File: config.mk
export PLATFORM = sky130hd
export DESIGN_NAME = qual_event_counter
export DESIGN_NICKNAME = d
export VERILOG_FILES = /design/src/rtl/qec_pkg.sv /design/src/rtl/qec_lane_sum.sv /design/src/rtl/qec_qualifier.sv /design/src/rtl/qec_count_core.sv /design/src/rtl/qual_event_counter.sv
export SDC_FILE = /design/constraint.sdc
export NUM_CORES = 1
export LEC_CHECK = 0
export BUFFER_PORTS_ARGS = -buffer_cell sky130_fd_sc_hd__buf_2
export CAP_MARGIN = 20
export CORE_MARGIN = 4
export CORE_UTILIZATION = 35
export DETAILED_ROUTE_END_ITERATION = 8
export GPL_TIMING_DRIVEN = 0
export PLACE_DENSITY = 0.61
export SETUP_SLACK_MARGIN = 0.3
export SYNTH_ARGS = -nofsm -noshare
export SYNTH_HDL_FRONTEND = slang
export SYNTH_SLANG_ARGS = --single-unit
File: constraint.sdc
create_clock -name clk -period 10.32 [get_ports clk]
set_input_delay 1.032 -clock clk [delete_from_list [all_inputs] [get_ports clk]]
set_output_delay 1.032 -clock clk [all_outputs]
set_load 0.01 [all_outputs]
File: src/rtl/qec_pkg.sv
package qec_pkg;
    localparam int LANES  = 8;
    localparam int LANE_W = 3;
    localparam int SEL_W  = 8;
    localparam int TH_W   = 8;

    typedef struct packed {
        logic [TH_W-1:0]  thresh;
        logic [1:0]       spare;
        logic             run;
        logic             irq_en;
        logic             inv;
        logic             edge_mode;
        logic             os;
        logic             usr;
        logic [LANES-1:0] umask;
        logic [SEL_W-1:0] evsel;
    } cfg_t;

    typedef enum logic [1:0] {
        RA_CFG    = 2'd0,
        RA_COUNT  = 2'd1,
        RA_STATUS = 2'd2,
        RA_NONE   = 2'd3
    } reg_addr_t;

    typedef enum logic {
        ST_LOW  = 1'b0,
        ST_HIGH = 1'b1
    } edge_st_t;
endpackage

File: src/rtl/qec_lane_sum.sv
module qec_lane_sum #(
    parameter int NUM_GROUPS = 4,
    parameter int LANES      = 8,
    parameter int LANE_W     = 3,
    parameter int SEL_W      = 8,
    parameter int SUM_W      = 6
) (
    input  logic [NUM_GROUPS*LANES*LANE_W-1:0] ev_lanes,
    input  logic [SEL_W-1:0]                   evsel,
    input  logic [LANES-1:0]                   umask,
    output logic [SUM_W-1:0]                   sum
);
    localparam int GRP_W = LANES * LANE_W;

    logic [GRP_W-1:0]  grp [NUM_GROUPS];
    logic [GRP_W-1:0]  picked;
    logic [LANE_W-1:0] masked [LANES];

    for (genvar g = 0; g < NUM_GROUPS; g++) begin : g_grp
        assign grp[g] = ev_lanes[g*GRP_W +: GRP_W];
    end

    always_comb begin
        picked = '0;
        for (int g = 0; g < NUM_GROUPS; g++) begin
            if (SEL_W'(g) == evsel) picked = grp[g];
        end
    end

    for (genvar i = 0; i < LANES; i++) begin : g_lane
        assign masked[i] = umask[i] ? picked[i*LANE_W +: LANE_W] : '0;
    end

    always_comb begin
        sum = '0;
        for (int i = 0; i < LANES; i++) begin
            sum = sum + SUM_W'(masked[i]);
        end
    end
endmodule

File: src/rtl/qec_qualifier.sv
module qec_qualifier
    import qec_pkg::*;
#(
    parameter int SUM_W = 6,
    parameter int TH_W  = 8
) (
    input  logic             clk,
    input  logic             rst_n,
    input  logic [SUM_W-1:0] sum,
    input  logic [TH_W-1:0]  thresh,
    input  logic             inv,
    input  logic             edge_mode,
    input  logic             os,
    input  logic             usr,
    input  logic             run,
    input  logic [1:0]       priv,
    output logic [SUM_W-1:0] inc
);
    localparam int CW = (SUM_W > TH_W) ? SUM_W : TH_W;

    edge_st_t st_q, st_nxt;
    logic     priv_ok, raw_cond, qual, rise, ge;

    always_comb begin
        ge       = CW'(sum) >= CW'(thresh);
        priv_ok  = (!os && !usr) || (os && priv == 2'd0) || (usr && priv != 2'd0);
        raw_cond = (thresh == '0) ? (sum != '0) : (inv ? !ge : ge);
        qual     = run && priv_ok && raw_cond;
    end

    // State register.
    always_ff @(posedge clk or negedge rst_n) begin
        if (!rst_n) st_q <= ST_LOW;
        else        st_q <= st_nxt;
    end

    // Next-state logic and the rise pulse.
    always_comb begin
        st_nxt = st_q;
        rise   = 1'b0;
        unique case (st_q)
            ST_LOW: begin
                if (qual) begin
                    st_nxt = ST_HIGH;   // T_RISE
                    rise   = 1'b1;
                end
            end
            ST_HIGH: begin
                if (!qual) st_nxt = ST_LOW;   // T_FALL
            end
        endcase
    end

    // Increment selection.
    always_comb begin
        if (!qual)                inc = '0;
        else if (edge_mode)       inc = rise ? SUM_W'(1) : '0;
        else if (thresh == '0)    inc = sum;
        else                      inc = SUM_W'(1);
    end
endmodule

File: src/rtl/qec_count_core.sv
module qec_count_core #(
    parameter int CNT_W = 48,
    parameter int SUM_W = 6
) (
    input  logic             clk,
    input  logic             rst_n,
    input  logic [SUM_W-1:0] inc,
    input  logic             cnt_wr,
    input  logic [CNT_W-1:0] cnt_wdata,
    input  logic             sts_wr,
    input  logic             sts_wbit,
    output logic [CNT_W-1:0] cnt_q,
    output logic             ovf_q
);
    logic [CNT_W:0] add_full;

    assign add_full = {1'b0, cnt_q} + (CNT_W+1)'(inc);

    always_ff @(posedge clk or negedge rst_n) begin
        if (!rst_n) begin
            cnt_q <= '0;
            ovf_q <= 1'b0;
        end else begin
            cnt_q <= cnt_wr ? cnt_wdata : add_full[CNT_W-1:0];
            if (!cnt_wr && add_full[CNT_W]) ovf_q <= 1'b1;
            else if (sts_wr)                ovf_q <= sts_wbit;
        end
    end
endmodule

File: src/rtl/qual_event_counter.sv
module qual_event_counter
    import qec_pkg::*;
#(
    parameter int NUM_GROUPS = 4,
    parameter int CNT_W      = 48
) (
    input  logic                                  clk,
    input  logic                                  rst_n,
    input  logic                                  reg_wr_en,
    input  logic [1:0]                            reg_wr_addr,
    input  logic [CNT_W-1:0]                      reg_wr_data,
    input  logic [1:0]                            reg_rd_addr,
    output logic [CNT_W-1:0]                      reg_rd_data,
    input  logic [NUM_GROUPS*LANES*LANE_W-1:0]    ev_lanes,
    input  logic [1:0]                            cur_priv,
    output logic                                  irq
);
    localparam int CFG_W = $bits(cfg_t);
    localparam int SUM_W = $clog2(LANES * ((1 << LANE_W) - 1) + 1);

    cfg_t             cfg_q;
    logic             cnt_wr, sts_wr, cfg_wr;
    logic [SUM_W-1:0] sum, inc;
    logic [CNT_W-1:0] cnt_q;
    logic             ovf_q;

    assign cfg_wr = reg_wr_en && (reg_wr_addr == RA_CFG);
    assign cnt_wr = reg_wr_en && (reg_wr_addr == RA_COUNT);
    assign sts_wr = reg_wr_en && (reg_wr_addr == RA_STATUS);

    always_ff @(posedge clk or negedge rst_n) begin
        if (!rst_n) begin
            cfg_q <= '0;
        end else if (cfg_wr) begin
            cfg_q       <= cfg_t'(reg_wr_data[CFG_W-1:0]);
            cfg_q.spare <= '0;
        end
    end

    qec_lane_sum #(
        .NUM_GROUPS(NUM_GROUPS), .LANES(LANES), .LANE_W(LANE_W),
        .SEL_W(SEL_W), .SUM_W(SUM_W)
    ) u_sum (
        .ev_lanes(ev_lanes), .evsel(cfg_q.evsel), .umask(cfg_q.umask), .sum(sum)
    );

    qec_qualifier #(.SUM_W(SUM_W), .TH_W(TH_W)) u_qual (
        .clk(clk), .rst_n(rst_n), .sum(sum), .thresh(cfg_q.thresh),
        .inv(cfg_q.inv), .edge_mode(cfg_q.edge_mode), .os(cfg_q.os),
        .usr(cfg_q.usr), .run(cfg_q.run), .priv(cur_priv), .inc(inc)
    );

    qec_count_core #(.CNT_W(CNT_W), .SUM_W(SUM_W)) u_core (
        .clk(clk), .rst_n(rst_n), .inc(inc), .cnt_wr(cnt_wr),
        .cnt_wdata(reg_wr_data), .sts_wr(sts_wr), .sts_wbit(reg_wr_data[0]),
        .cnt_q(cnt_q), .ovf_q(ovf_q)
    );

    assign irq = ovf_q && cfg_q.irq_en;

    always_comb begin
        case (reg_rd_addr)
            RA_CFG:    reg_rd_data = CNT_W'(cfg_q);
            RA_COUNT:  reg_rd_data = cnt_q;
            RA_STATUS: reg_rd_data = CNT_W'(ovf_q);
            default:   reg_rd_data = '0;
        endcase
    end
endmodule

==> reports/qor.txt <==
Fin Setup TNS = 0 ns
Core Rows = 48
Unrepaired setup endpoints after global routing = false
Fmax = 105 MHz
Met3 WL = 1.09 mm
Pin count of the biggest net entering global routing = 52
Sequential cell area fraction in the yosys report = 31.7%
Slowest stage delay, CP = 0.58 ns
Worst setup SP type = register
CP top delay family = adder cells
Die Width = 142 um
Layout cell share with drive strength beyond 1 = 31.4%
Worst Skew = 0.00521 ns
Routed WL = 21.2 mm
Avg Cell Area, Syn = 9.45 um^2
Drc violations = 0
Data arrival, critical path = 9.69 ns
Peak VDD IR = 88.9 uV
Setup Crit Path Kind = register to register
Met1 WL = 9.69 mm
Die Ht = 142 um
Synth Net Count = 862
Worst-Margin Slew = 1.01 ns
Post-DP HPWL = 16.9 mm
Most used DFF post-synth = dfrtp_1
Number of synthesized flops with an enable pin = 0
Final instance area = 0.00797 mm^2
Worst hold path class = register to register
Root Buffer = clkbuf_16
Die Area = 0.0203 mm^2
Vias per inst = 5.35
Final setup vio count = 0
Register bit count reported by yosys = 80
Routed vias = 5,947
Final worst-path cycle share = 92.0%
Area Growth Syn to Fin = 26.1%
Pwr/cell area = 140 mW/mm^2
Slowest-stage cell, CP = or4_1
H-tree level count = 3
Fill cell count = 1,742
Fin. max-slew vios = 0
Max_cap viols = 0
Io pins = 202
Final min period = 9.49 ns
Grt total ovfl = 0
Num CTS Buffers = 9
Wire length on met2 = 10.2 mm
Slew HR = 32.5%
Async SR Flop Fraction = 100%
Routed len/inst = 19.1 um
First-pass DRT Iterations = 5
Final hold vios = 0
Clock-pin slew of the registers on the worst-case setup and hold paths = 0.06 ns
CTS Buffer Depth = 2
Min Hold Slack = 0.535 ns
Max Used Layer = met4
Worst Path Required = 10.52 ns
Placed standard-cell area = 0.00763 mm^2
Crit-path max FO = 10
First-pass GRT wire length = 32.1 mm
CP Buf/Inv Count = 6
Final WS setup = 0.829 ns
Worst skew pair latency = 0.34 ns
Initial DRC Count = 318
Final ANT Viol Nets = 0
Cells after synthesis = 669
Post-CTS Repair Setup Buffers = 0
Nets@finish = 1,074
CTS tree = built
Core box area = 0.0175 mm^2
Port bufs = 200
Netlist cell types = 54
GRT Total Usage = 20.4%
Ys Warns = 0
Initial antenna violation count = 0
CP Capture Type = register
Sink Count = 80
Status = completed
Pleak = 3.72 nW
Routability cong. = 0.838
Most used cell, CP = fa_1
Post-CTS Hold Buffers = 0
Synthesized area = 0.00632 mm^2
Number of global-route vias before repair = 5,851
Placement Setup Slack = 0.313 ns
Initial Utilization = 36.2%
==> layout by cell type, fill, tap and decap left out, drive strengths merged, types with 3 or more instances in the layout <==
cell type / synthesis / final
or4: 10 / 10
nor4b: 7 / 7
a21oi: 14 / 14
dfrtp: 80 / 80
clkinv: 0 / 3
mux2i: 34 / 34
nand2: 68 / 68
or3: 4 / 4
xor2: 4 / 4
mux4: 22 / 22
and4: 8 / 8
clkbuf: 26 / 36
and3: 23 / 23
nor3b: 5 / 5
o21ai: 45 / 45
and2: 22 / 22
mux2: 27 / 27
a21o: 5 / 5
nand3: 20 / 20
o31ai: 5 / 5
nor3: 14 / 14
fa: 15 / 15
buf: 9 / 209
a31oi: 9 / 9
nor2: 53 / 53
xnor2: 36 / 36
nor4: 12 / 12
inv: 33 / 34
nand4: 9 / 9
ha: 25 / 25
==> repair_timing <==
item                                    CTS  global route
pin swaps                                 0             0
endpoints found under the setup margin    4            10
resized for setup                         1             5
==> metrics by stage <==
step           power [mW]  instances  util [%]
2_1_floorplan       0.635        669         -
3_5_place_dp        0.770       1095      43.7
3_3_place_gp        0.761       1094      43.5
6_report             1.11       1112      45.6
4_1_cts              1.12       1111      45.5
5_1_grt              1.17       1111      45.6
==> final cells by class <==
cell class | count | area (um^2) | share of cell area (%)
diodes | 1 | 2.50 | 0.0314
flip-flops and latches | 80 | 2000 | 25.1
plain buffers | 35 | 140 | 1.76
well taps | 225 | 282 | 3.53
inverters | 33 | 124 | 1.55
multi-input cells | 521 | 4070 | 51.1
clock inverters | 7 | 95.1 | 1.19
clock buffers | 9 | 225 | 2.83
repair buffers | 201 | 1030 | 12.9
==> routing by layer <==
metal | vias up | global-route usage (%)
met1 | 2922 | 28.6
met4 | 0 | 4.75
met5 | - | 0
met2 | 165 | 32.8
met3 | 18 | 3.97
li1 | 2842 | -
==> cells by family (layout without fill, tap and decap cells) <==
| logic type | after synthesis | count (layout) | synth area share [%] |
|---|---|---|---|
| other | 0 | 1 | 0 |
| XOR/XNOR | 40 | 40 | 5.54 |
| AND/OR/NAND/NOR | 264 | 264 | 22.0 |
| AO/OA/AOI/OAI | 94 | 94 | 8.93 |
| adder cells (fa/ha/maj) | 40 | 40 | 9.70 |
| flip-flops | 80 | 80 | 31.7 |
| multiplexers | 83 | 83 | 18.0 |
| buffers and inverters | 68 | 285 | 4.14 |
==> where the power goes <==
| group | total (mW) | internal (mW) | switching, mW |
|---|---|---|---|
| clock | 0.349 | 0.212 | 0.136 |
| combinational | 0.323 | 0.162 | 0.162 |
| sequential | 0.441 | 0.371 | 0.0699 |
==> final timing paths <==
path                       startpoint                to  slack (ns)  cells past startpoint
max                          cfg_q[6]  u_core.cnt_q[14]        0.83                     32
min                         cfg_q[20]         cfg_q[20]        0.53                      1
max in group asynchronous       rst_n          cfg_q[1]        9.08                      2
min reg2reg                 cfg_q[20]         cfg_q[20]        0.53                      1
max reg2reg                  cfg_q[6]  u_core.cnt_q[14]        0.83                     32
min in group asynchronous       rst_n         cfg_q[16]        0.63                      1
==> flip-flops by register name, indices dropped and copies added, names as in the netlist <==
name and cells:
u_core.ovf_q 1, u_qual.st_q 1, cfg_q 30, u_core.cnt_q 48
==> cells in the mapped netlist (all sizes together) (2+ instances only) <==
cell,count,area share [%]
dfrtp,80,32
buf,9,0.63
a31oi,9,0.89
nor4,12,1.2
ha,25,4.9
nand2,68,4.1
a21oi,14,1.1
or2,2,0.20
mux4,22,7.8
nor3,14,1.1
xor2,4,0.55
nand3b,2,0.24
nand3,20,1.6
and3,23,2.3
fa,15,4.7
o31ai,5,0.59
clkbuf,26,1.5
o2111ai,2,0.28
mux2i,34,5.4
or4,10,1.2
a21o,5,0.59
nand2b,2,0.20
nor4b,7,0.97
nor3b,5,0.59
o21ai,45,3.6
and4,8,1.1
nand4,9,1.2
or3,4,0.40
and2,22,2.2
mux2,27,4.8
nor2,53,3.1
nor2b,2,0.20
xnor2,36,5.0
a211oi,2,0.24
inv,33,2.0
o2111a,2,0.38
==> worst reg2reg max path, delay by kind of cell, from the launching register on <==
kind	cells	cell delay, ns
DFF	1	0.42
and+or+nand+nor	6	1.50
adders and majority gates	10	4.14
AOI/OAI and AO/OA	7	1.64
xor gates and xnor gates	3	0.73
buffers and inverters	6	0.93
Power figures use the tool's default switching activity.
